## src/rtl/cbss_pkg.sv

```systemverilog
// Shared definitions for the charge-balance single-slope sequencer.
// Assumes: nothing beyond IEEE 1800-2017.
package cbss_pkg;

    typedef enum logic [2:0] {
        ST_IDLE    = 3'd0,
        ST_SETTLE  = 3'd1,
        ST_BALANCE = 3'd2,
        ST_RUNDOWN = 3'd3,
        ST_DONE    = 3'd4
    } cbss_state_e;

endpackage

```

## src/rtl/cbss_sync.sv

```systemverilog
// Two-flop synchroniser, one chain per bit.
// Does: brings asynchronous comparator levels into the clock domain.
// Assumes: inputs are level signals; two cycles of latency are acceptable.
module cbss_sync #(
    parameter int WIDTH = 2
) (
    input  logic             clk,
    input  logic             rst_n,
    input  logic [WIDTH-1:0] d_i,
    output logic [WIDTH-1:0] q_o
);

    generate
        for (genvar b = 0; b < WIDTH; b++) begin : g_bit
            logic meta_q;
            logic stab_q;

            // Two-stage capture of one asynchronous bit.
            always_ff @(posedge clk) begin
                if (!rst_n) begin
                    meta_q <= 1'b0;
                    stab_q <= 1'b0;
                end else begin
                    meta_q <= d_i[b];
                    stab_q <= meta_q;
                end
            end

            assign q_o[b] = stab_q;
        end
    endgenerate

endmodule

```

## src/rtl/cbss_balance.sv

```systemverilog
// Charge-balance phase engine.
// Does: times the fixed balance window, divides the clock into feedback
//       periods, decides the feedback gate at the first cycle of each
//       period from the synchronised comparator, and counts gate-high cycles.
// Assumes: CLK_DIV >= 2, BAL_CYCLES >= 2; run_i is high for exactly the
//          balance window and low otherwise; clear_i pulses at start accept.
module cbss_balance #(
    parameter int CLK_DIV    = 16,
    parameter int BAL_CYCLES = 1_000_000,
    parameter int COARSE_W   = 20
) (
    input  logic                clk,
    input  logic                rst_n,
    input  logic                clear_i,
    input  logic                run_i,
    input  logic                cmp_i,
    output logic                gate_o,
    output logic                last_o,
    output logic [COARSE_W-1:0] coarse_o
);

    localparam int DIV_W = (CLK_DIV > 1) ? $clog2(CLK_DIV) : 1;
    localparam int TMR_W = (BAL_CYCLES > 1) ? $clog2(BAL_CYCLES) : 1;

    logic [DIV_W-1:0]    div_q;
    logic [TMR_W-1:0]    tmr_q;
    logic                hold_q;
    logic [COARSE_W-1:0] coarse_q;
    logic                period_start;
    logic                gate_now;

    // Gate decision: fresh comparator level at a period start, else held.
    always_comb begin
        period_start = (div_q == '0);
        gate_now     = period_start ? cmp_i : hold_q;
        gate_o       = run_i & gate_now;
        last_o       = run_i & (tmr_q == TMR_W'(BAL_CYCLES - 1));
    end

    // Feedback-period divider, window timer and held gate level.
    always_ff @(posedge clk) begin
        if (!rst_n || !run_i) begin
            div_q  <= '0;
            tmr_q  <= '0;
            hold_q <= 1'b0;
        end else begin
            div_q  <= (div_q == DIV_W'(CLK_DIV - 1)) ? '0 : div_q + 1'b1;
            tmr_q  <= tmr_q + 1'b1;
            hold_q <= gate_now;
        end
    end

    // Coarse counter: one count per clock with the feedback gate open.
    always_ff @(posedge clk) begin
        if (!rst_n || clear_i) begin
            coarse_q <= '0;
        end else if (gate_o) begin
            coarse_q <= coarse_q + 1'b1;
        end
    end

    assign coarse_o = coarse_q;

    // the coarse count can never exceed the window length.
    assert_coarse_bound_R5: assert property (@(posedge clk) disable iff (!rst_n)
        coarse_q <= COARSE_W'(BAL_CYCLES));

    // inside a period the gate keeps the level it took at the period start.
    assert_gate_hold_R4: assert property (@(posedge clk) disable iff (!rst_n)
        (run_i && $past(run_i) && div_q != '0) |-> (gate_o == $past(gate_o)));

endmodule

```

## src/rtl/cbss_rundown.sv

```systemverilog
// Single-slope discharge counter.
// Does: counts clocks while the synchronised zero-crossing comparator is
//       high, flags the first low reading, and flags expiry at MAX_RUN.
// Assumes: run_i is high only during the discharge phase; clear_i pulses
//          at start accept.
module cbss_rundown #(
    parameter int MAX_RUN = 4096,
    parameter int FINE_W  = 13
) (
    input  logic              clk,
    input  logic              rst_n,
    input  logic              clear_i,
    input  logic              run_i,
    input  logic              cmp_i,
    output logic              stop_o,
    output logic              expire_o,
    output logic [FINE_W-1:0] fine_o
);

    logic [FINE_W-1:0] fine_q;
    logic              full;

    // End-of-discharge detection: crossing seen, or limit reached.
    always_comb begin
        full     = (fine_q == FINE_W'(MAX_RUN));
        stop_o   = run_i & ~cmp_i;
        expire_o = run_i & cmp_i & full;
    end

    // Fine counter: advance while the integrator has not crossed zero.
    always_ff @(posedge clk) begin
        if (!rst_n || clear_i) begin
            fine_q <= '0;
        end else if (run_i && cmp_i && !full) begin
            fine_q <= fine_q + 1'b1;
        end
    end

    assign fine_o = fine_q;

    // the fine count is capped at the timeout limit.
    assert_fine_cap_R9: assert property (@(posedge clk) disable iff (!rst_n)
        fine_q <= FINE_W'(MAX_RUN));

    // the fine count moves only during the discharge or on clear.
    assert_fine_frozen_R6: assert property (@(posedge clk) disable iff (!rst_n)
        (!run_i && !clear_i) |=> $stable(fine_q));

endmodule

```

## src/rtl/cbss_adc_ctrl.sv

```systemverilog
// Charge-balance single-slope ADC sequencer (top).
// Does: sequences IDLE -> SETTLE -> BALANCE -> RUNDOWN -> DONE, drives the
//       integrator control lines, and forms the signed reading from the
//       coarse and fine counts and the captured range offset.
// Assumes: comparator inputs are asynchronous; start_i is a level or pulse
//          sampled only in IDLE; parameters obey the submodule assumptions.
module cbss_adc_ctrl
    import cbss_pkg::*;
#(
    parameter int CLK_DIV         = 16,
    parameter int BAL_CYCLES      = 1_000_000,
    parameter int SETTLE_W        = 16,
    parameter int MAX_RUN         = 4096,
    parameter int FINE_PER_COARSE = 64,
    parameter int RES_W           = 32,
    parameter int OFFSET_VI       = 32_000_000,
    parameter int OFFSET_OHM      = 48_000_000
) (
    input  logic                    clk,
    input  logic                    rst_n,
    input  logic                    start_i,
    input  logic [SETTLE_W-1:0]     settle_i,
    input  logic                    range_ohm_i,
    input  logic                    cmp_bal_i,
    input  logic                    cmp_run_i,
    output logic                    in_en_o,
    output logic                    ofs_sel_o,
    output logic                    fb_gate_o,
    output logic                    slope_en_o,
    output logic                    busy_o,
    output logic                    valid_o,
    output logic signed [RES_W-1:0] result_o,
    output logic                    err_o
);

    localparam int COARSE_W = $clog2(BAL_CYCLES + 1);
    localparam int FINE_W   = $clog2(MAX_RUN + 1);
    localparam logic signed [RES_W-1:0] FPC_R     = RES_W'(FINE_PER_COARSE);
    localparam logic signed [RES_W-1:0] OFS_VI_R  = RES_W'(OFFSET_VI);
    localparam logic signed [RES_W-1:0] OFS_OHM_R = RES_W'(OFFSET_OHM);

    cbss_state_e             state_q, state_d;
    logic [SETTLE_W-1:0]     settle_lat_q, settle_cnt_q;
    logic                    range_q;
    logic                    err_q;
    logic signed [RES_W-1:0] result_q, calc;
    logic [1:0]              cmp_s;
    logic                    accept, in_bal, in_run;
    logic                    bal_gate, bal_last;
    logic [COARSE_W-1:0]     coarse;
    logic                    run_stop, run_expire;
    logic [FINE_W-1:0]       fine;

    cbss_sync #(.WIDTH(2)) u_sync (
        .clk   (clk),
        .rst_n (rst_n),
        .d_i   ({cmp_run_i, cmp_bal_i}),
        .q_o   (cmp_s)
    );

    // Phase qualifiers shared by the engines and the outputs.
    always_comb begin
        accept = (state_q == ST_IDLE) && start_i;
        in_bal = (state_q == ST_BALANCE);
        in_run = (state_q == ST_RUNDOWN);
    end

    cbss_balance #(
        .CLK_DIV    (CLK_DIV),
        .BAL_CYCLES (BAL_CYCLES),
        .COARSE_W   (COARSE_W)
    ) u_balance (
        .clk      (clk),
        .rst_n    (rst_n),
        .clear_i  (accept),
        .run_i    (in_bal),
        .cmp_i    (cmp_s[0]),
        .gate_o   (bal_gate),
        .last_o   (bal_last),
        .coarse_o (coarse)
    );

    cbss_rundown #(
        .MAX_RUN (MAX_RUN),
        .FINE_W  (FINE_W)
    ) u_rundown (
        .clk      (clk),
        .rst_n    (rst_n),
        .clear_i  (accept),
        .run_i    (in_run),
        .cmp_i    (cmp_s[1]),
        .stop_o   (run_stop),
        .expire_o (run_expire),
        .fine_o   (fine)
    );

    // Next-state decision for the conversion sequence.
    always_comb begin
        state_d = state_q;
        case (state_q)
            ST_IDLE:    if (start_i) state_d = ST_SETTLE;
            ST_SETTLE:  if (settle_cnt_q == settle_lat_q) state_d = ST_BALANCE;
            ST_BALANCE: if (bal_last) state_d = ST_RUNDOWN;
            ST_RUNDOWN: if (run_stop || run_expire) state_d = ST_DONE;
            ST_DONE:    state_d = ST_IDLE;
            default:    state_d = ST_IDLE;
        endcase
    end

    // State register.
    always_ff @(posedge clk) begin
        if (!rst_n) state_q <= ST_IDLE;
        else        state_q <= state_d;
    end

    // Settling delay: capture the length at accept, count through SETTLE.
    always_ff @(posedge clk) begin
        if (!rst_n) begin
            settle_lat_q <= '0;
            settle_cnt_q <= '0;
        end else if (accept) begin
            settle_lat_q <= settle_i;
            settle_cnt_q <= '0;
        end else if (state_q == ST_SETTLE) begin
            settle_cnt_q <= settle_cnt_q + 1'b1;
        end
    end

    // Range capture for the whole conversion.
    always_ff @(posedge clk) begin
        if (!rst_n)      range_q <= 1'b0;
        else if (accept) range_q <= range_ohm_i;
    end

    // Reading arithmetic: scaled coarse count minus residue minus offset.
    always_comb begin
        calc = $signed(RES_W'(coarse)) * FPC_R
             - $signed(RES_W'(fine))
             - (range_q ? OFS_OHM_R : OFS_VI_R);
    end

    // Result and error registers, updated on the edge entering DONE.
    always_ff @(posedge clk) begin
        if (!rst_n) begin
            result_q <= '0;
            err_q    <= 1'b0;
        end else if (accept) begin
            err_q <= 1'b0;
        end else if (in_run && run_expire) begin
            result_q <= '0;
            err_q    <= 1'b1;
        end else if (in_run && run_stop) begin
            result_q <= calc;
        end
    end

    assign in_en_o    = in_bal;
    assign slope_en_o = in_run;
    assign fb_gate_o  = bal_gate;
    assign ofs_sel_o  = range_q & (state_q != ST_IDLE);
    assign busy_o     = (state_q != ST_IDLE);
    assign valid_o    = (state_q == ST_DONE);
    assign result_o   = result_q;
    assign err_o      = err_q;

    // every analog control line is quiet while idle.
    assert_idle_quiet_R1: assert property (@(posedge clk) disable iff (!rst_n)
        (state_q == ST_IDLE) |-> !(in_en_o | fb_gate_o | slope_en_o | ofs_sel_o | valid_o));

    // input enable rises only at the end of the settling phase.
    assert_settle_entry_R2: assert property (@(posedge clk) disable iff (!rst_n)
        $rose(in_en_o) |-> ($past(state_q) == ST_SETTLE));

    // input path and discharge path are never enabled together.
    assert_phase_exclusive_R3: assert property (@(posedge clk) disable iff (!rst_n)
        !(in_en_o && slope_en_o));

    // the discharge starts immediately when the balance window closes.
    assert_rundown_follows_R3: assert property (@(posedge clk) disable iff (!rst_n)
        $fell(in_en_o) |-> slope_en_o);

    // the offset selection cannot change inside a conversion.
    assert_range_stable_R8: assert property (@(posedge clk) disable iff (!rst_n)
        (busy_o && !valid_o) |=> $stable(ofs_sel_o));

    // valid is a single-cycle strobe.
    assert_valid_pulse_R10: assert property (@(posedge clk) disable iff (!rst_n)
        valid_o |=> !valid_o);

    // busy cannot drop before the valid strobe.
    assert_busy_hold_R10: assert property (@(posedge clk) disable iff (!rst_n)
        (busy_o && !valid_o) |=> busy_o);

    // the error flag appears only together with a completion strobe.
    assert_err_with_valid_R9: assert property (@(posedge clk) disable iff (!rst_n)
        $rose(err_o) |-> valid_o);

endmodule

```

## config.mk

```make
export PLATFORM = sky130hd
export DESIGN_NAME = cbss_adc_ctrl
export DESIGN_NICKNAME = d
export VERILOG_FILES = /design/src/rtl/cbss_pkg.sv /design/src/rtl/cbss_sync.sv /design/src/rtl/cbss_balance.sv /design/src/rtl/cbss_rundown.sv /design/src/rtl/cbss_adc_ctrl.sv
export SDC_FILE = /design/constraint.sdc
export NUM_CORES = 1
export LEC_CHECK = 0
export ABC_AREA = 1
export BUFFER_PORTS_ARGS = -buffer_cell sky130_fd_sc_hd__clkbuf_2
export CAP_MARGIN = 15
export CORE_ASPECT_RATIO = 0.7
export CORE_MARGIN = 2
export CORE_UTILIZATION = 60
export DETAILED_ROUTE_END_ITERATION = 8
export PLACE_DENSITY_LB_ADDON = 0.12
export SETUP_SLACK_MARGIN = 0.4
export SYNTH_ARGS = -nofsm -noshare
export SYNTH_HDL_FRONTEND = slang
export SYNTH_SLANG_ARGS = --single-unit
```

## constraint.sdc

```tcl
create_clock -name clk -period 7.95 [get_ports clk]
set_input_delay 1.1925 -clock clk [delete_from_list [all_inputs] [get_ports clk]]
set_output_delay 1.1925 -clock clk [all_outputs]
set_load 0.05 [all_outputs]
```

==> results of run 1 <==
metal layers:
metal | GRT usage | wire length (µm) | share of wire | up-vias
met4 | 0.0809 | 271 | 0.015 | 0
met1 | 0.425 | 9060 | 0.52 | 3149
li1 | - | - | - | 3739
met3 | 0.0550 | 1370 | 0.078 | 27
met2 | 0.403 | 6880 | 0.39 | 252
met5 | 0 | 0 | 0 | -
Yosys cell counts (all sizes together):
master and n:
nand2 291, inv 159, nor2 134, dfxtp 127
a21oi 107, nand3 76, o21ai 54, nor3 32
nand4 27, ha 23, xor2 22, clkbuf 19
buf 10, nor4 10, or2 7, nand3b 6
xnor2 6, o21a 5, o211ai 3, and3 2
clkinv 2, a21boi 1, a21o 1, a31oi 1
and2 1, nor3b 1, o31ai 1
layout make-up:
type | count | area [µm²] | share of cell area
multi-input cells | 811 | 4090 | 0.489
flip-flops and latches | 127 | 2540 | 0.304
inverters | 161 | 606 | 0.0725
clock buffers | 18 | 439 | 0.0526
repair buffers | 64 | 330 | 0.0395
well taps | 157 | 196 | 0.0235
clock inverters | 14 | 155 | 0.0186
worst max-delay path: stages (launching register included):
cell      delay (ns)
dfxtp_1         0.32
inv_1           0.08
ha_1            0.39
a21oi_1         0.28
nand2_1         0.08
nor2_1          0.19
nand3_1         0.14
nand3b_1        0.23
nor4_1          0.27
xor2_1          0.14
ha_1            0.35
nand2_1         0.10
nand3b_1        0.18
nor2_1          0.10
nand2_1         0.08
nand2_1         0.07
nand2_1         0.05
nand3_1         0.06
a21oi_1         0.06
power breakdown:
part	leakage [µW]	switching, µW	internal (µW)	total (µW)
Clock	0.000293	313	475	788
Sequential	0.00103	36.4	683	720
Combinational	0.00232	425	174	599
worst paths after layout:
path / to
setup / recovery: result_o[26]
hold / removal: u_sync.g_bit[1].stab_q
setup reg to reg: result_o[26]
hold reg to reg: u_sync.g_bit[1].stab_q
kinds of logic (layout without fill, tap and decap cells):
family,count (synthesis),count (layout),synth area share
adder cells (fa/ha/maj),23,23,0.0390
AND/OR/NAND/NOR,587,587,0.361
buffers and inverters,190,257,0.101
flip-flops,127,127,0.345
AO/OA/AOI/OAI,173,173,0.121
XOR/XNOR,28,28,0.0333
per-stage QoR:
step / instances / setup slack, ns / total power (µW) / hold WS (ns)
4_1_cts: 1352 / 4.71 / 2110 / 0.417
2_1_floorplan: 1128 / 5.09 / 1190 / 0.390
3_5_place_dp: 1320 / 4.73 / 1320 / 0.402
6_report: 1352 / 4.66 / 2110 / 0.413
3_3_place_gp: 1320 / 4.92 / 1310 / 0.396
5_1_grt: 1352 / 4.37 / 2220 / 0.439
state kept, by name, summed over array words and instances, names as in the netlist:
signal and cells:
state_q 3, u_balance.tmr_q 20, result_o 28, u_balance.hold_q 1, u_balance.coarse_o 20, u_sync.g_bit.stab_q 2
range_q 1, u_balance.div_q 4, err_o 1, u_rundown.fine_o 13, settle_lat_q 16, u_sync.g_bit.meta_q 2
settle_cnt_q 16
==> qor.yml, run 1 <==
critical_path:
  start_kind: "flip-flop"
  crit_required_ns: 8.25
  ff2ff_path_depth: 18
  critPathArrivalTime_ns: 3.59
  worst_setup_path_end_kind: "flip-flop"
  crit_type: "reg2reg"
  rr_startpoint: "u_rundown.fine_o[12]"
  path_max_fanout: 8
  regToRegSetupSlack_ns: 4.66
  crit_start: "u_rundown.fine_o[12]"
clocking:
  clkSinkCount: 127
  cts_resized: 0
  cts.path.max_buffers: 2
  cts_root_buffer: "clkbuf_16"
  cts_max_level: 4
  cts.hold.buffers_added: 0
  path_clk_slew_ns: 0.06
  cts_setup_buffers: 0
  clk_latency_ns: 0.42
  cts_tree: "built"
  numCtsBuffers: 17
sta:
  maxSlewViolCount: 0
  fin_crit_sh: 0.414
  clock_skew_ns: 0.00843
  tns_ns: 0
  setup_viol: 0
  finalCriticalPeriod_ns: 3.29
  fmax_mhz: 304
  tightestPinTransition_ns: 1.04
  rsz0062_at_grt: "no"
  hold_viol_final: 0
  relSlewSlack: 0.306
placed_design:
  placed_cell_area_um2: 7760
  globalplace.congestion: 0.970
  hpwl_mm: 13.2
  io_buffers: 60
die:
  die_area_um2: 13200
  core_area_um2: 11900
  fp-row-count: 33
  fp.dieH_um: 96.7
  start_util: 0.622
  num_io_pins: 61
  die-width_um: 136
power_and_ir_drop:
  peakVddDrop_v: 0.000264
  leakage_uw: 0.00365
  powerDensity_nw_per_um2: 252
detailed_routing:
  drt-pass1-iter-count: 7
  wire_per_inst_um: 13.0
  final_antenna_net_count: 0
  vias_per_cell: 5.30
  num_vias: 7167
  drc: 0
  drt_iter0_markers: 594
  totalWireLength_mm: 17.6
final_layout:
  fin_util: 0.705
  syn_to_final_growth_pct: 13.4
  final_common_cell: "nand2_1"
  fin_area_um2: 8350
  final_cell_mix: "nand2_1, inv_1, dfxtp_1"
  drive_gt1_frac: 0.124
  fill_cells: 1030
  antennaDiodeCount: 0
  fin_nets: 1227
yosys:
  synth.top_cell.area_share: 0.345
  synth_top_cell_by_area: "dfxtp_1"
  ys_ff_latch: 127
  synthCells: 1128
  yosys_warnings: 0
  netlist_top_cells_area: "dfxtp_1, nand2_1, inv_1, a21oi_1, nor2_1"
  yosysSeqAreaShare: 0.345
  syn-num-nets: 1173
  syn-cell-area_um2: 7370
  ys_types: 44
  avgSynthCellArea_um2: 6.53
global_route:
  grt_use_total: 0.281
  grt_pass1_wl_mm: 30.1
  grt-ovfl-total: 0
  grt_pass1_vias: 6466
  antenna_found_initial: 0
  grt_start_max_net_pins: 36
run_status:
  status: "finished, final reports clean"
flow_run:
  cap_violations: 0
hold_path:
  hold_start: "u_sync.g_bit[1].meta_q"
  hp-class: "reg2reg"
  holdPathStages: 2
Power figures use the tool's default switching activity.
==> inputs of run 2 (changes only) <==
Clock period 7.95 ns to 3.1 ns, I/O delays scaled along.
==> run 2 against run 1 <==
Against the previous run: die area stayed put; combinational power grew to 3.2 times the previous value; power grew to 2.8 times the previous value; largest cell class unchanged; highest routed layer unchanged.
==> qor.yml, run 2 (synthesis results as in run 1) <==
clocking:
  cts_root_buffer: "clkbuf_16"
  cts_max_level: 4  # unchanged
  clkSinkCount: 127  # unchanged
  numCtsBuffers: 17  # unchanged
  path_clk_slew_ns: 0.07  # about the same
  clk_latency_ns: 0.42  # about the same
  cts.hold.buffers_added: 0  # unchanged
  cts_tree: "built"
  cts.path.max_buffers: 2  # unchanged
hold_path:
  hp-class: "in2reg"
global_route:
  grt_start_max_net_pins: 35  # -2.8%
  grt_use_total: 0.301  # +0.0200
  grt-ovfl-total: 0  # unchanged
  grt_pass1_wl_mm: 32.3  # +7.1%
  grt_busiest_layer: "met2"
  grt_pass1_vias: 6992  # +8.1%
  use_met3: 0.0603  # +0.00524
  grt_util_met2: 0.459  # +0.0558
  grt_use_met1: 0.419  # -0.00607
  antenna_found_initial: 0  # unchanged
detailed_routing:
  totalWireLength_mm: 20.5  # +17%
  vias_per_cell: 5.55  # +4.7%
  num_vias: 7727  # +7.8%
  drc: 0  # unchanged
  drt-pass1-iter-count: 8  # +1
  drt_iter0_markers: 654  # +10%
  final_antenna_net_count: 0  # unchanged
  wire_per_inst_um: 14.7  # +13%
placed_design:
  hpwl_mm: 13.4  # +1.4%
  io_buffers: 60  # unchanged
  placedCellCount: 1326  # +0.45%
  globalplace.congestion: 0.943  # -2.8%
final_layout:
  stdcell_count: 1392  # +3.0%
  syn_to_final_growth_pct: 25.2
  drive_gt1_frac: 0.246  # +0.122
  antennaDiodeCount: 0  # unchanged
  fin_util: 0.779  # +0.0738
  largest_register_ff_count: 28  # unchanged
  final_cell_mix: "nand2_1, inv_1, dfxtp_1"
  final_common_cell: "nand2_1"
  fin_nets: 1268  # +3.3%
critical_path:
  crit_required_ns: 3.46  # -4.79 ns
  start_kind: "flip-flop"
  path_max_fanout: 4  # -4
  critPathArrivalTime_ns: 3.20  # -0.39 ns
  worst_setup_path_end_kind: "flip-flop"
  crit_type: "reg2reg"
die:
  die_area_um2: 13200  # unchanged
  start_util: 0.622  # unchanged
  fp.dieH_um: 96.7  # unchanged
  core_area_um2: 11900  # unchanged
  die-width_um: 136  # unchanged
  fp-row-count: 33  # unchanged
  num_io_pins: 61  # unchanged
sta:
  setup_viol: 0  # unchanged
  fmax_mhz: 352  # +16%
  fin_crit_sh: 0.916  # +0.502
  fin_hold_ws_ns: 0.227  # -0.186 ns
  relSlewSlack: 0.529  # +0.222
  tightestPinTransition_ns: 0.706  # -0.331 ns
  maxSlewViolCount: 0  # unchanged
  finalCriticalPeriod_ns: 2.84  # -0.452 ns
  clock_skew_ns: 0.0103  # +0.00188 ns
  rsz0062_at_grt: "yes"
  hold_viol_final: 0  # unchanged
  tns_ns: 0  # unchanged
power_and_ir_drop:
  powerDensity_nw_per_um2: 640  # +150%
  design_power_total_uw: 5900  # +180%
  peakVddDrop_v: 0.000534  # +100%
  leakage_uw: 0.00393  # +7.9%
flow_run:
  cap_violations: 0  # unchanged
run_status:
  status: "finished, final reports clean"
[run 2: where the power goes]
group	switching [µW]	internal, µW
Combinational	1270	613
Sequential	98.2	1750
Clock	807	1360
Total	2180	3720
[run 2: through the flow]
stage | cell area (µm²) | setup WS [ns]
after floorplan | 7380 | 0.361
after global placement | 7820 | 0.221
after detailed placement | 7820 | 0.111
after CTS | 8790 | 0.284
after global routing | 9230 | 0.129
final | 9230 | 0.260
[run 2: worst max-delay path: stages (launching register included)]
cell,delay [ns]
dfxtp_2,0.37
inv_2,0.07
ha_4,0.29
nand2_4,0.06
nor2_4,0.11
nand4_1,0.14
buf_4,0.18
nand3_4,0.05
nand3b_1,0.16
buf_6,0.13
xor2_4,0.18
ha_4,0.24
nand2_2,0.07
inv_2,0.05
nand3_2,0.07
nand2_2,0.08
a21oi_4,0.17
nand2_1,0.06
nand2_1,0.07
nand3_2,0.07
a21oi_2,0.14
[run 2: layer usage]
metal	share of wire	routed length (µm)
met5	0	0
met2	0.44	8970
met3	0.079	1610
met4	0.029	591
met1	0.45	9310
[run 2: repair_timing]
action | CTS | global route
pin swaps | 20 | 52
resized for setup | 58 | 91
endpoints found under the setup margin | 12 | 15
hold endpoints to repair | 0 | 0
buffers inserted | 16 | 19
[run 2: cell type report]
cell class	instances	area [µm²]
Timing Repair Buffer	105	649
Multi-Input combinational cell	811	4560
Inverter	161	618
Clock buffer	17	425
Clock inverter	14	209
Fill cell	883	2620
Tap cell	157	196
Sequential cell	127	2570
[run 2: worst paths after layout]
check | startpoint | to | slack [ns] | cells after the start
max | u_rundown.fine_o[6] | result_o[26] | 0.26 | 20
min | cmp_run_i | u_sync.g_bit[1].meta_q | 0.23 | 3
max reg2reg | u_rundown.fine_o[6] | result_o[26] | 0.26 | 20
min reg2reg | u_sync.g_bit[0].meta_q | u_sync.g_bit[0].stab_q | 0.42 | 2
==> inputs of run 3 (changes only) <==
Settings changed: ABC_AREA 1 to unset.
Clock period 3.1 ns to 3.4 ns, I/O delays scaled along.
==> run 3 against run 2 <==
Against the previous run: clock skew fell by 0.0032 ns; global-route usage is 0.50 points lower; die area decreased by 8.5%; the run now ends with negative setup slack left; largest cell class unchanged; final area fell by 9.1%; sequential power is 10% lower; combinational power down 52%; cell count is 22% lower.
==> qor.yml, run 3 <==
run_status:
  status: "finished, violations left"
  violations: "negative setup slack"
clocking:
  cts_max_level: 4  # unchanged
  cts.hold.buffers_added: 0  # unchanged
  numCtsBuffers: 17  # unchanged
  cts_tree: "built"
  clk_latency_ns: 0.42  # about the same
  cts_root_buffer: "clkbuf_16"
  path_clk_slew_ns: 0.06  # about the same
  cts.path.max_buffers: 2  # unchanged
  clkSinkCount: 127  # unchanged
detailed_routing:
  drt_iter0_markers: 415  # -37%
  vias_per_cell: 5.70  # +2.7%
  drc: 0  # unchanged
  totalWireLength_mm: 17.3  # -15%
  num_vias: 6228  # -19%
  wire_per_inst_um: 15.9  # +7.9%
  drt-pass1-iter-count: 5  # -3
  final_antenna_net_count: 0  # unchanged
placed_design:
  io_buffers: 60  # unchanged
  globalplace.congestion: 0.909  # -3.6%
  hpwl_mm: 12.0  # -10%
  placed_cell_area_um2: 7580  # -3.1%
die:
  num_io_pins: 61  # unchanged
  core_area_um2: 11000  # -7.4%
  die-width_um: 130  # -4.4%
  die_area_um2: 12100  # -8.5%
  fp-row-count: 32  # -3.0%
  start_util: 0.613  # -0.00933
  fp.dieH_um: 92.5  # -4.3%
sta:
  setup_viol: 8  # +8
  relSlewSlack: 0.418  # -0.111
  finalCriticalPeriod_ns: 3.56  # +0.720 ns
  hold_viol_final: 0  # unchanged
  fmax_mhz: 281  # -20%
  worst_slack_ns: -0.160  # -0.420 ns
  tightestPinTransition_ns: 0.872  # +0.166 ns
  maxSlewViolCount: 0  # unchanged
  fin_hold_ws_ns: 0.306  # +0.0790 ns
  clock_skew_ns: 0.00713  # -0.00318 ns
  rsz0062_at_grt: "yes"
  fin_crit_sh: 1.05  # +0.131
yosys:
  synth.most_common_cell: "dfxtp_1"
  synthCells: 814  # -28%
  netlist_top_cells_count: "dfxtp_1, nor2_1, nand2_1"
  synth-edff-count: 0  # unchanged
  synth.top_cell.area_share: 0.378  # +0.0333
  syn-num-nets: 859  # -27%
  yosys_warnings: 0  # unchanged
  synth_top_cell_by_area: "dfxtp_1"
  synthFlopType: "dfxtp_1"
  ys_ff_latch: 127  # unchanged
  avgSynthCellArea_um2: 8.26  # +26%
  ys_types: 68  # +55%
  async_flop_share: 0  # unchanged
  syn-cell-area_um2: 6720  # -8.8%
  yosysSeqAreaShare: 0.378  # +0.0333
  netlist_top_cells_area: "dfxtp_1, xor2_1, nor2_1, nand2_1, xnor2_1"
critical_path:
  max_stage_delay_ns: 0.33  # -0.04 ns
  worst-path-buf-inv: 2  # -2
  crit_type: "reg2reg"
  path_cells: "inv_2 > ha_4 > a21o_4 > a22o_4 > o21a_1 > nor2_2 > xor2_1 > ha_2 > inv_2 > ha_4 > or3_1 > a211o_1 > and3_4 > a21bo_4 > a31oi_1 > a211oi_2 > xnor2_1 > o21ai_1"
  path_max_fanout: 5  # +1
  crit_required_ns: 3.69  # +0.23 ns
  critPathArrivalTime_ns: 3.85  # +0.65 ns
  cpMaxStageDelayCell: "dfxtp_2"
  path_delay_family: "compound AO/OA/AOI/OAI gates"
  regToRegSetupSlack_ns: -0.16  # -0.42 ns
  start_kind: "flip-flop"
  worst_setup_path_end_kind: "flip-flop"
power_and_ir_drop:
  leakage_uw: 0.00349  # -11%
  peakVddDrop_v: 0.000411  # -23%
  design_power_total_uw: 4460  # -25%
  powerDensity_nw_per_um2: 531  # -17%
final_layout:
  antennaDiodeCount: 0  # unchanged
  syn_to_final_growth_pct: 24.9
  fin_area_um2: 8390  # -9.1%
  fill_cells: 809  # -8.4%
  final_common_cell: "dfxtp_1"
  largest_register_ff_count: 28  # unchanged
  drive_gt1_frac: 0.242  # -0.00441
  fin_nets: 971  # -23%
  final_cell_mix: "dfxtp_1, nor2_1, nand2_1"
global_route:
  grt_pass1_wl_mm: 28.2  # -13%
  antenna_found_initial: 0  # unchanged
  grt_use_total: 0.296  # -0.00500
  grt_pass1_vias: 5886  # -16%
  grt-ovfl-total: 0  # unchanged
  grt_start_max_net_pins: 51  # +46%
hold_path:
  hp-class: "in2reg"
flow_run:
  cap_violations: 0  # unchanged
-- run 3: changes by cell type in the layout (fill, tap and decap cells not counted), moves of 31 or more --
cell     change
nand2_1    -152
xor2_1      +38
nand2_2     -37
xnor2_1     +32
nand3_1     -31
a21oi_1     -58
inv_1      -112
-- run 3: tightest hold or removal path, delay by kind of cell --
family                 cells  cell delay, ns
AO/OA/AOI/OAI              1            0.05
AND/OR/NAND/NOR            1            0.04
buffers and inverters      1            0.08
-- run 3: cell type report --
cell class | instances | area, µm² | area share
Multi-Input combinational cell | 619 | 4060 | 0.483
Clock buffer | 20 | 457 | 0.0544
Timing Repair Buffer | 136 | 886 | 0.106
Tap cell | 153 | 191 | 0.0228
Inverter | 25 | 93.8 | 0.0112
Sequential cell | 127 | 2550 | 0.304
Clock inverter | 12 | 156 | 0.0186
-- run 3: worst paths after layout --
path | from | end | depth (start not counted)
setup / recovery | u_rundown.fine_o[7] | result_o[26] | 18
hold / removal | settle_i[2] | settle_lat_q[2] | 3
setup reg to reg | u_rundown.fine_o[7] | result_o[26] | 18
hold reg to reg | u_sync.g_bit[1].meta_q | u_sync.g_bit[1].stab_q | 1
-- run 3: per-layer routing --
metal  vias to the layer above  share of wire  track usage
met5                         -              0            0
met1                      2958           0.46        0.403
met2                       205           0.46        0.468
met3                        25          0.061       0.0514
li1                       3040              -            -
met4                         0          0.020        0.120
-- run 3: kinds of logic after synthesis --
kind of cell | after synthesis | synth area share
XOR/XNOR | 98 | 0.128
AO/OA/AOI/OAI | 136 | 0.132
AND/OR/NAND/NOR | 354 | 0.255
buffers and inverters | 68 | 0.0512
multiplexers | 8 | 0.0127
flip-flops | 127 | 0.378
adder cells (fa/ha/maj) | 23 | 0.0428
-- run 3: metrics by stage --
step                 util  setup WS, ns  setup TNS [ns]  std cells
floorplan               -       -0.0860         -0.0860        814
global placement    0.691       -0.0751         -0.0873       1048
detailed placement  0.691        -0.209          -0.826       1048
CTS                 0.760        -0.133          -0.522       1089
global route        0.765        -0.353           -3.18       1092
finish              0.765        -0.160          -0.670       1092
-- run 3: repair_timing --
| action | 4_1_cts | 5_1_grt |
|---|---|---|
| setup endpoints to repair | 14 | 16 |
| gates resized for setup | 16 | 9 |
| setup buffers | 9 | 3 |
| pin swaps | 20 | 10 |
-- run 3: power breakdown --
group	internal (µW)	switching [µW]	total, µW
sequential	1570	86.3	1660
clock	1200	693	1890
combinational	294	614	907
